[config.mk]
export PLATFORM = sky130hd
export DESIGN_NAME = bsr_framer
export DESIGN_NICKNAME = d
export VERILOG_FILES = /design/src/rtl/bsr_pkg.sv /design/src/rtl/bsr_shift.sv /design/src/rtl/bsr_seq.sv /design/src/rtl/bsr_framer.sv
export SDC_FILE = /design/constraint.sdc
export NUM_CORES = 1
export LEC_CHECK = 0
export ABC_AREA = 1
export BUFFER_PORTS_ARGS = -buffer_cell sky130_fd_sc_hd__buf_2
export CAP_MARGIN = 0
export CORE_UTILIZATION = 29
export DETAILED_ROUTE_END_ITERATION = 8
export PLACE_DENSITY = 0.49
export SYNTH_ARGS = -nofsm -noshare
export SYNTH_HDL_FRONTEND = slang
export SYNTH_SLANG_ARGS = --single-unit
[constraint.sdc]
create_clock -name clk -period 2.3 [get_ports clk]
set_input_delay 0.575 -clock clk [delete_from_list [all_inputs] [get_ports clk]]
set_output_delay 0.575 -clock clk [all_outputs]
set_load 0.05 [all_outputs]
[src/rtl/bsr_pkg.sv]
package bsr_pkg;
  typedef enum logic [1:0] {
    ST_HUNT_BIT  = 2'd0,
    ST_HUNT_PAIR = 2'd1,
    ST_LOCKED    = 2'd2
  } bsr_state_t;
endpackage

[src/rtl/bsr_shift.sv]
module bsr_shift #(
  parameter int W = 8
) (
  input  logic         clk,
  input  logic         rst,
  input  logic         clr,
  input  logic         shift_en,
  input  logic         bit_in,
  input  logic         lsb_first,
  output logic [W-1:0] win_nx
);
  logic [W-1:0] win;

  always_comb begin
    if (lsb_first) win_nx = {bit_in, win[W-1:1]};
    else           win_nx = {win[W-2:0], bit_in};
  end

  always_ff @(posedge clk) begin
    if (rst || clr)    win <= '0;
    else if (shift_en) win <= win_nx;
  end
endmodule

[src/rtl/bsr_seq.sv]
module bsr_seq
  import bsr_pkg::*;
#(
  parameter int W = 8
) (
  input  logic         clk,
  input  logic         rst,
  input  logic         restart,
  input  logic         bit_en,
  input  logic         ext_mode,
  input  logic         ext_pulse,
  input  logic [W-1:0] win_nx,
  input  logic [W-1:0] syn1,
  input  logic [W-1:0] syn2,
  output logic         locked,
  output logic         char_done
);
  localparam int CW = $clog2(W);
  localparam logic [CW-1:0] LAST = CW'(W - 1);

  bsr_state_t state;
  logic [CW-1:0] cnt;

  assign locked    = (state == ST_LOCKED);
  assign char_done = locked && bit_en && (cnt == LAST);

  always_ff @(posedge clk) begin
    if (rst || restart) begin
      state <= ST_HUNT_BIT;
      cnt   <= '0;
    end else begin
      case (state)
        ST_HUNT_BIT: begin
          cnt <= '0;
          if (ext_mode) begin
            if (ext_pulse) state <= ST_LOCKED;
          end else if (bit_en && win_nx == syn1) begin
            state <= ST_HUNT_PAIR;
          end
        end
        ST_HUNT_PAIR: begin
          if (ext_mode) begin
            state <= ST_HUNT_BIT;
            cnt   <= '0;
          end else if (bit_en) begin
            if (cnt == LAST) begin
              cnt <= '0;
              if (win_nx == syn2)      state <= ST_LOCKED;
              else if (win_nx != syn1) state <= ST_HUNT_BIT;
            end else begin
              cnt <= cnt + 1'b1;
            end
          end
        end
        ST_LOCKED: begin
          if (bit_en) cnt <= (cnt == LAST) ? '0 : cnt + 1'b1;
        end
        default: begin
          state <= ST_HUNT_BIT;
          cnt   <= '0;
        end
      endcase
    end
  end

  // lock is held until restart
  assert_lock_held_R9: assert property (@(posedge clk) disable iff (rst)
    locked && !restart |=> locked);
  // restart drops lock
  assert_restart_clears_R1: assert property (@(posedge clk) disable iff (rst)
    restart |=> !locked);
  // in external mode lock only follows a pulse
  assert_ext_lock_cause_R5: assert property (@(posedge clk) disable iff (rst)
    $rose(locked) && ext_mode |-> $past(ext_pulse));
  // in internal mode lock only follows a sampled bit
  assert_int_lock_on_bit_R3: assert property (@(posedge clk) disable iff (rst)
    $rose(locked) && !ext_mode |-> $past(bit_en));
endmodule

[src/rtl/bsr_framer.sv]
module bsr_framer #(
  parameter int CHAR_W = 8
) (
  input  logic              clk,
  input  logic              rst,
  input  logic              hunt_restart,
  input  logic              bit_en,
  input  logic              bit_in,
  input  logic              ext_mode,
  input  logic              sync_pulse,
  input  logic              lsb_first,
  input  logic [CHAR_W-1:0] sync_first,
  input  logic [CHAR_W-1:0] sync_second,
  output logic [CHAR_W-1:0] char_data,
  output logic              char_valid,
  output logic              sync_locked
);
  logic [CHAR_W-1:0] win_nx;
  logic              char_done;

  bsr_shift #(.W(CHAR_W)) u_shift (
    .clk      (clk),
    .rst      (rst),
    .clr      (hunt_restart),
    .shift_en (bit_en),
    .bit_in   (bit_in),
    .lsb_first(lsb_first),
    .win_nx   (win_nx)
  );

  bsr_seq #(.W(CHAR_W)) u_seq (
    .clk      (clk),
    .rst      (rst),
    .restart  (hunt_restart),
    .bit_en   (bit_en),
    .ext_mode (ext_mode),
    .ext_pulse(sync_pulse),
    .win_nx   (win_nx),
    .syn1     (sync_first),
    .syn2     (sync_second),
    .locked   (sync_locked),
    .char_done(char_done)
  );

  always_ff @(posedge clk) begin
    if (rst || hunt_restart) begin
      char_valid <= 1'b0;
      char_data  <= '0;
    end else begin
      char_valid <= char_done;
      if (char_done) char_data <= win_nx;
    end
  end

  // one-clock strobe per character
  assert_valid_single_R8: assert property (@(posedge clk) disable iff (rst)
    char_valid |=> !char_valid);
  // characters only flow while locked
  assert_valid_needs_lock_R6: assert property (@(posedge clk) disable iff (rst)
    char_valid |-> sync_locked);
endmodule

# ---- Word level (Yosys, flattened, before mapping)
# Cells that the tools add are included.
dict set report classes {
  shifts 0
  bitwise_logic 1
  n_reduce_logical 6
  order_cmp 0
  n_addsub 1
  mux 14
  n_eq_ne 11
  n_div 0
  n_mul 0
}
# cell count
set op_table {}
lappend op_table {{equality test 8 bit} 2}
lappend op_table {{two-way mux 2 bit} 8}
lappend op_table {{two-way mux 3 bit} 3}
lappend op_table {{two-way mux 8 bit} 1}
lappend op_table {{!= test 8 bit} 1}
lappend op_table {{!= test 3 x 2 -> 1 bit (second input constant)} 2}
lappend op_table {{!= test 3 bit (second input constant)} 2}
lappend op_table {{case mux 2 bit (3 select lines)} 1}
lappend op_table {{case mux 3 bit (2 select lines)} 1}
lappend op_table {{AND reduction 6 bit} 1}
lappend op_table {{!= test 4 x 2 -> 1 bit (second input constant)} 1}
lappend op_table {{adder 3 x 1 -> 3 bit (second input constant)} 1}
lappend op_table {{equality test 3 bit (second input constant)} 1}
lappend op_table {{logical AND 1 bit} 3}
lappend op_table {{equality test 2 x 1 -> 1 bit (second input constant)} 1}
lappend op_table {{equality test 2 bit (second input constant)} 1}
lappend op_table {{zero test 2 bit} 1}
lappend op_table {{logical OR 1 bit} 1}
lappend op_table {{inverter 1 bit} 1}
dict set report totals {
  register_bits 22
  wordCells 38
  memories 0
  ram_bits 0
  output_inout_bits 10
  latchBits 0
  inputBits 24
  romBits 0
}

# ---- Logic depth before layout (Yosys ltp)
dict set report depth {
  word_depth 8
  mapped_depth 16
  ltp_nobuf 16
}

# ---- Modules after synthesis
# A second synthesis with hierarchy kept.
dict set report hier_totals {
  hier_cells 223
  hier_area_um2 1438.9
}
# mod area_per_inst_um2 n_inst cells_per_inst seq_area_each_um2
set by_module_without_submodules {}
lappend by_module_without_submodules {bsr_seq 578.1 1 91 100.1}
lappend by_module_without_submodules {bsr_shift 479.2 1 79 160.2}
lappend by_module_without_submodules {bsr_framer 381.6 1 53 180.2}

# ---- Least setup slack after synthesis
# No wires, ideal clock.
dict set report synth_timing {
  path_type {register to register}
  from {reg u_seq.state[0]}
  to {reg char_data[6]}
  required_ps 2172
  n_path_buf 1
  stages_incl_launch_ff 7
  period_less_slack_ps 1727
  arrival_time_ps 1599
  setup_ps 128
  setup_slack_ps 573
  path_cell_list {dfxtp_1 -> inv_1 -> ha_1 -> nand3_1 -> clkbuf_1 -> o21ai_0 -> a21oi_1}
}
dict set report synth_via {
  elab_chain_cells 3
}
# element line
set synth_lines {}
lappend synth_lines {{start: declaration} bsr_seq.sv:21} ;# bsr_state_t state;
lappend synth_lines {{start signal: assignment} bsr_seq.sv:29} ;# state <= ST_HUNT_BIT;
lappend synth_lines {{start signal: assignment} bsr_seq.sv:36} ;# if (ext_pulse) state <= ST_LOCKED;
lappend synth_lines {{start signal: assignment} bsr_seq.sv:38} ;# state <= ST_HUNT_PAIR;
lappend synth_lines {{equality test 2 bit} bsr_seq.sv:24} ;# assign locked = (state == ST_LOCKED);
lappend synth_lines {{net sync_locked} bsr_framer.sv:16} ;# output logic sync_locked
lappend synth_lines {{logical AND 1 bit (2 in a row)} bsr_seq.sv:25} ;# assign char_done = locked && bit_en && (cnt == LAST);
lappend synth_lines {{end signal: assignment} bsr_framer.sv:51} ;# if (char_done) char_data <= win_nx;
lappend synth_lines {{end: declaration} bsr_framer.sv:14} ;# output logic [CHAR_W-1:0] char_data,
# The timed path passes the listed nets, and every way through them passes these cells.
# A chain may end at the register's enable or synchronous reset.

# ---- Final worst setup path
dict set report layout_timing {
  from {in lsb_first}
  to {reg u_seq.state[1]}
}
dict set report layout_via {
  elab_chain_cells 7
  word_cells_on_any_way 13
  cone_classes {eq/ne: 5; mux: 6; reduce/logical: 2}
}
# element line
set layout_lines {}
lappend layout_lines {{start: declaration} bsr_framer.sv:11} ;# input logic lsb_first,
lappend layout_lines {{two-way mux 8 bit *} bsr_shift.sv:15} ;# if (lsb_first) win_nx = {bit_in, win[W-1:1]};
lappend layout_lines {{equality test 8 bit} bsr_seq.sv:48} ;# if (win_nx == syn2) state <= ST_LOCKED;
lappend layout_lines {{two-way mux 2 bit} bsr_seq.sv:48}
lappend layout_lines {{two-way mux 2 bit} bsr_seq.sv:46} ;# if (cnt == LAST) begin
lappend layout_lines {{two-way mux 2 bit} bsr_seq.sv:45} ;# end else if (bit_en) begin
lappend layout_lines {{two-way mux 2 bit} bsr_seq.sv:42} ;# if (ext_mode) begin
lappend layout_lines {{case mux 2 bit (3 select lines)} bsr_seq.sv:32} ;# case (state)
lappend layout_lines {{end signal: assignment} bsr_seq.sv:43} ;# state <= ST_HUNT_BIT;
lappend layout_lines {{end signal: assignment} bsr_seq.sv:48}
lappend layout_lines {{end signal: assignment} bsr_seq.sv:49} ;# else if (win_nx != syn1) state <= ST_HUNT_BIT;
# Mark *: on every way between the ends. The rest lies on a longest branch, timed or not. The select of a mux whose other input is x is not followed.

==> impl_results.md <==
- Status: finished, final reports clean
- DR WL met3: between 150 and 200 um
- DR pass1 iterations: 4
- CP required: between 2 and 2.5 ns
- Antenna Nets Post-Route: 0
- Synth unique cells: 21
- R2R depth: 11
- Post-synth top area share: 27.1%
- Setup bufs post-CTS: 0
- Critical Path AT: a little over 2 ns
- NumNets Final: between 300 and 400
- Post-route cell area: around 1900 um^2
- Final worst setup slack: between 0.4 and 0.5 ns
- Hold Crit Start: char_data[2]$_SDFFE_PP0P_
- Area of the core: 5240 um^2
- Largest net degree at the start of global routing: 18
- Max-slew violation count: 0
- Gr ovfl total: 0
- Reg2reg setup slack: between 0.6 and 0.7 ns
- Final hold violation count: 0
- CP endpoint kind: register
- Synthesis Warnings: 0
- CTS Sinks: 22
- Crit path launch type: input pin
- Pleak: approximately 1.1 nW
- DR DRC count: 0
- Die Y: 76.9 um
- RR Startpoint: u_shift.win[6]$_SDFFE_PP0P_
- Via count: about 1.6k
- IO buf count: 33
- WL per Instance: roughly 11 um
- RR Endpoint: u_seq.state[1]$_SDFFE_PP0P_
- Critical path fanouts, max: 11
- N_diodes: 0
- Slew margin rel.: about three quarters
- Fin crit share: roughly 82%
- Global-route wire length before repair: around 6.7 mm
- Layout area overhead: 17.3%
- Fmax: ~530 MHz
- Dpl hpwl: 3.26 mm
- Crit path time final: ~1.9 ns
- Yosys top cell by area: dfxtp_1
- RSZ-0062 raised after global routing: false
- CTS HTree Levels: 1
- Worst Hold End: char_data[2]$_SDFFE_PP0P_
- Clock root cell: clkbuf_8
- Latest clock arrival within the worst-skew pair: 0.27 ns
- Worst slew pin tran: between 0.3 and 0.4 ns
- Met2 routed WL: about 1.6 mm
- Io pins: 34
- DRT met1 WL: between 2 and 2.5 mm
- CTS tree: yes
- Overall routing resource usage: between 10% and 20%
- DP Area: ~1900 um^2
- Hold Path Depth: 2
- Clock Skew: roughly 0.0096 ns
- Max cap viols: 0
- Vias in the first global route: 1454
- Hold_buf cts: 0
- Final Wtd Congestion: roughly 0.84
- Post-Route WL: around 4 mm
- Min-Delay Path Class: reg -> reg
- Kind of critical path: in -> reg
- Share of cells above drive strength 1: 22.7%
- Syn avg cell area: 6.23 um^2
- Post-Syn Area: 1630 um^2
- Synth area leaders: dfxtp_1 (27%), nand2_1 (16%), inv_1 (9.0%)
- Synth Net Count: 290
- Full die area: 5910 um^2
- Maximum vdd drop: 0.195 mV
- Dpl ws: 0.134 ns
- Initial drt markers: 95
- Vias/cell: 4.28
- CTS Buf Count: 3
- Cell Rows: 26
- Reg clk slew, reported paths: 0.08 ns
- Die width: 76.9 um
- Clock Path Buffers: 2
- Starting Density: between 30% and 40%
- Setup TNS: 0 ns
- P per Cell Area: between 400 and 500 nW/um^2
- Post-CTS Resized: 0
- Yosys reg bits: 22
- Highest metal used: met4
- Final Setup Violations: 0
- Antenna violations before repair: 0
- Synth Instances: 261
- Seq/Total Area, Yosys: approximately 27%
==> sequential cells by signal, summed over array words and instances (netlist names) <==
name	count
u_seq.state	2
u_shift.win	8
char_valid	1
u_seq.cnt	3
char_data	8
==> cells in the mapped netlist <==
library cell  number
dfxtp_1           22
nand2_2           11
clkbuf_1           2
o21ai_0           20
buf_6              2
nor3_1             2
ha_1               5
a21oi_2            1
clkinv_1           1
a21oi_1           11
inv_2              1
inv_1             39
o211ai_1           1
clkbuf_8           1
clkbuf_2           1
nor2_2             3
nand2_4           11
nand3_1           22
nand2_1           68
nand3b_1           6
nor2_1            31
==> per-layer routing <==
layer | global-route usage (%) | vias to the layer above
met3 | 1.79 | 4
met4 | 5.19 | 0
met2 | 21.5 | 38
met1 | 20.4 | 645
li1 | - | 874
met5 | 0 | -
==> how the worst max path moves through the flow <==
stage,endpoint,slack (ns),depth (start not counted),from
floorplan,char_data[6]$_SDFFE_PP0P_,0.57,6,u_seq.state[0]$_SDFFE_PP0P_
global placement,u_seq.state[1]$_SDFFE_PP0P_,0.14,13,lsb_first
detailed placement,u_seq.state[1]$_SDFFE_PP0P_,0.13,13,lsb_first
CTS,u_seq.state[1]$_SDFFE_PP0P_,0.41,13,lsb_first
global route,u_seq.state[0]$_SDFFE_PP0P_,0.26,13,lsb_first
finish,u_seq.state[1]$_SDFFE_PP0P_,0.41,13,lsb_first
==> worst max-delay path, cell delays in order <==
cell and delay [ns]:
buf_2 0.14, inv_2 0.21, nand2_1 0.16, nand2_1 0.15, nand2_1 0.06, nand2_1 0.05, nand2_1 0.05, nor2_1 0.13
nand3_1 0.12, a21oi_2 0.15, nand2_2 0.08, nor2_1 0.12, nor2_2 0.05
==> through the flow <==
step | power [W] | util (%) | instances | hold WS [ns]
finish | 0.000871 | 36.4 | 365 | 0.442
floorplan | 0.000543 | - | 261 | 0.464
detailed placement | 0.000595 | 35.4 | 361 | 0.432
CTS | 0.000884 | 36.4 | 365 | 0.446
global route | 0.000924 | 36.4 | 365 | 0.463
global placement | 0.000598 | 35.4 | 361 | 0.431
==> cell type report <==
class / count / area [um^2]
Inverter: 41 / 154
Sequential cell: 22 / 440
Timing Repair Buffer: 36 / 188
Multi-Input combinational cell: 192 / 982
Fill cell: 611 / 3330
Clock buffer: 4 / 55.1
Tap cell: 70 / 87.6
==> cell usage in the layout (no fill, tap or decap) <==
cell      instances
nand2_1          68
inv_1            39
buf_2            33
nor2_1           31
nand3_1          22
dfxtp_1          22
o21ai_0          20
nand2_2          11
nand2_4          11
a21oi_1          11
nand3b_1          6
ha_1              5
clkbuf_8          4
nor2_2            3
buf_4             3
nor3_1            2
inv_2             1
clkinv_1          1
o211ai_1          1
a21oi_2           1
==> kinds of logic (layout without fill, tap and decap cells) <==
family / after synthesis / after routing / synth area share (%)
AND/OR/NAND/NOR: 154 / 154 / 46.0
adder cells (fa/ha/maj): 5 / 5 / 3.85
AO/OA/AOI/OAI: 33 / 33 / 10.5
flip-flops: 22 / 22 / 27.1
buffers and inverters: 47 / 81 / 12.5
==> where the power goes <==
group,switching [W],internal [W]
registers,0.00000840,0.000388
logic,0.000120,0.0000699
clock network,0.000132,0.000153
No activity file was read; power rests on OpenSTA's default activity.
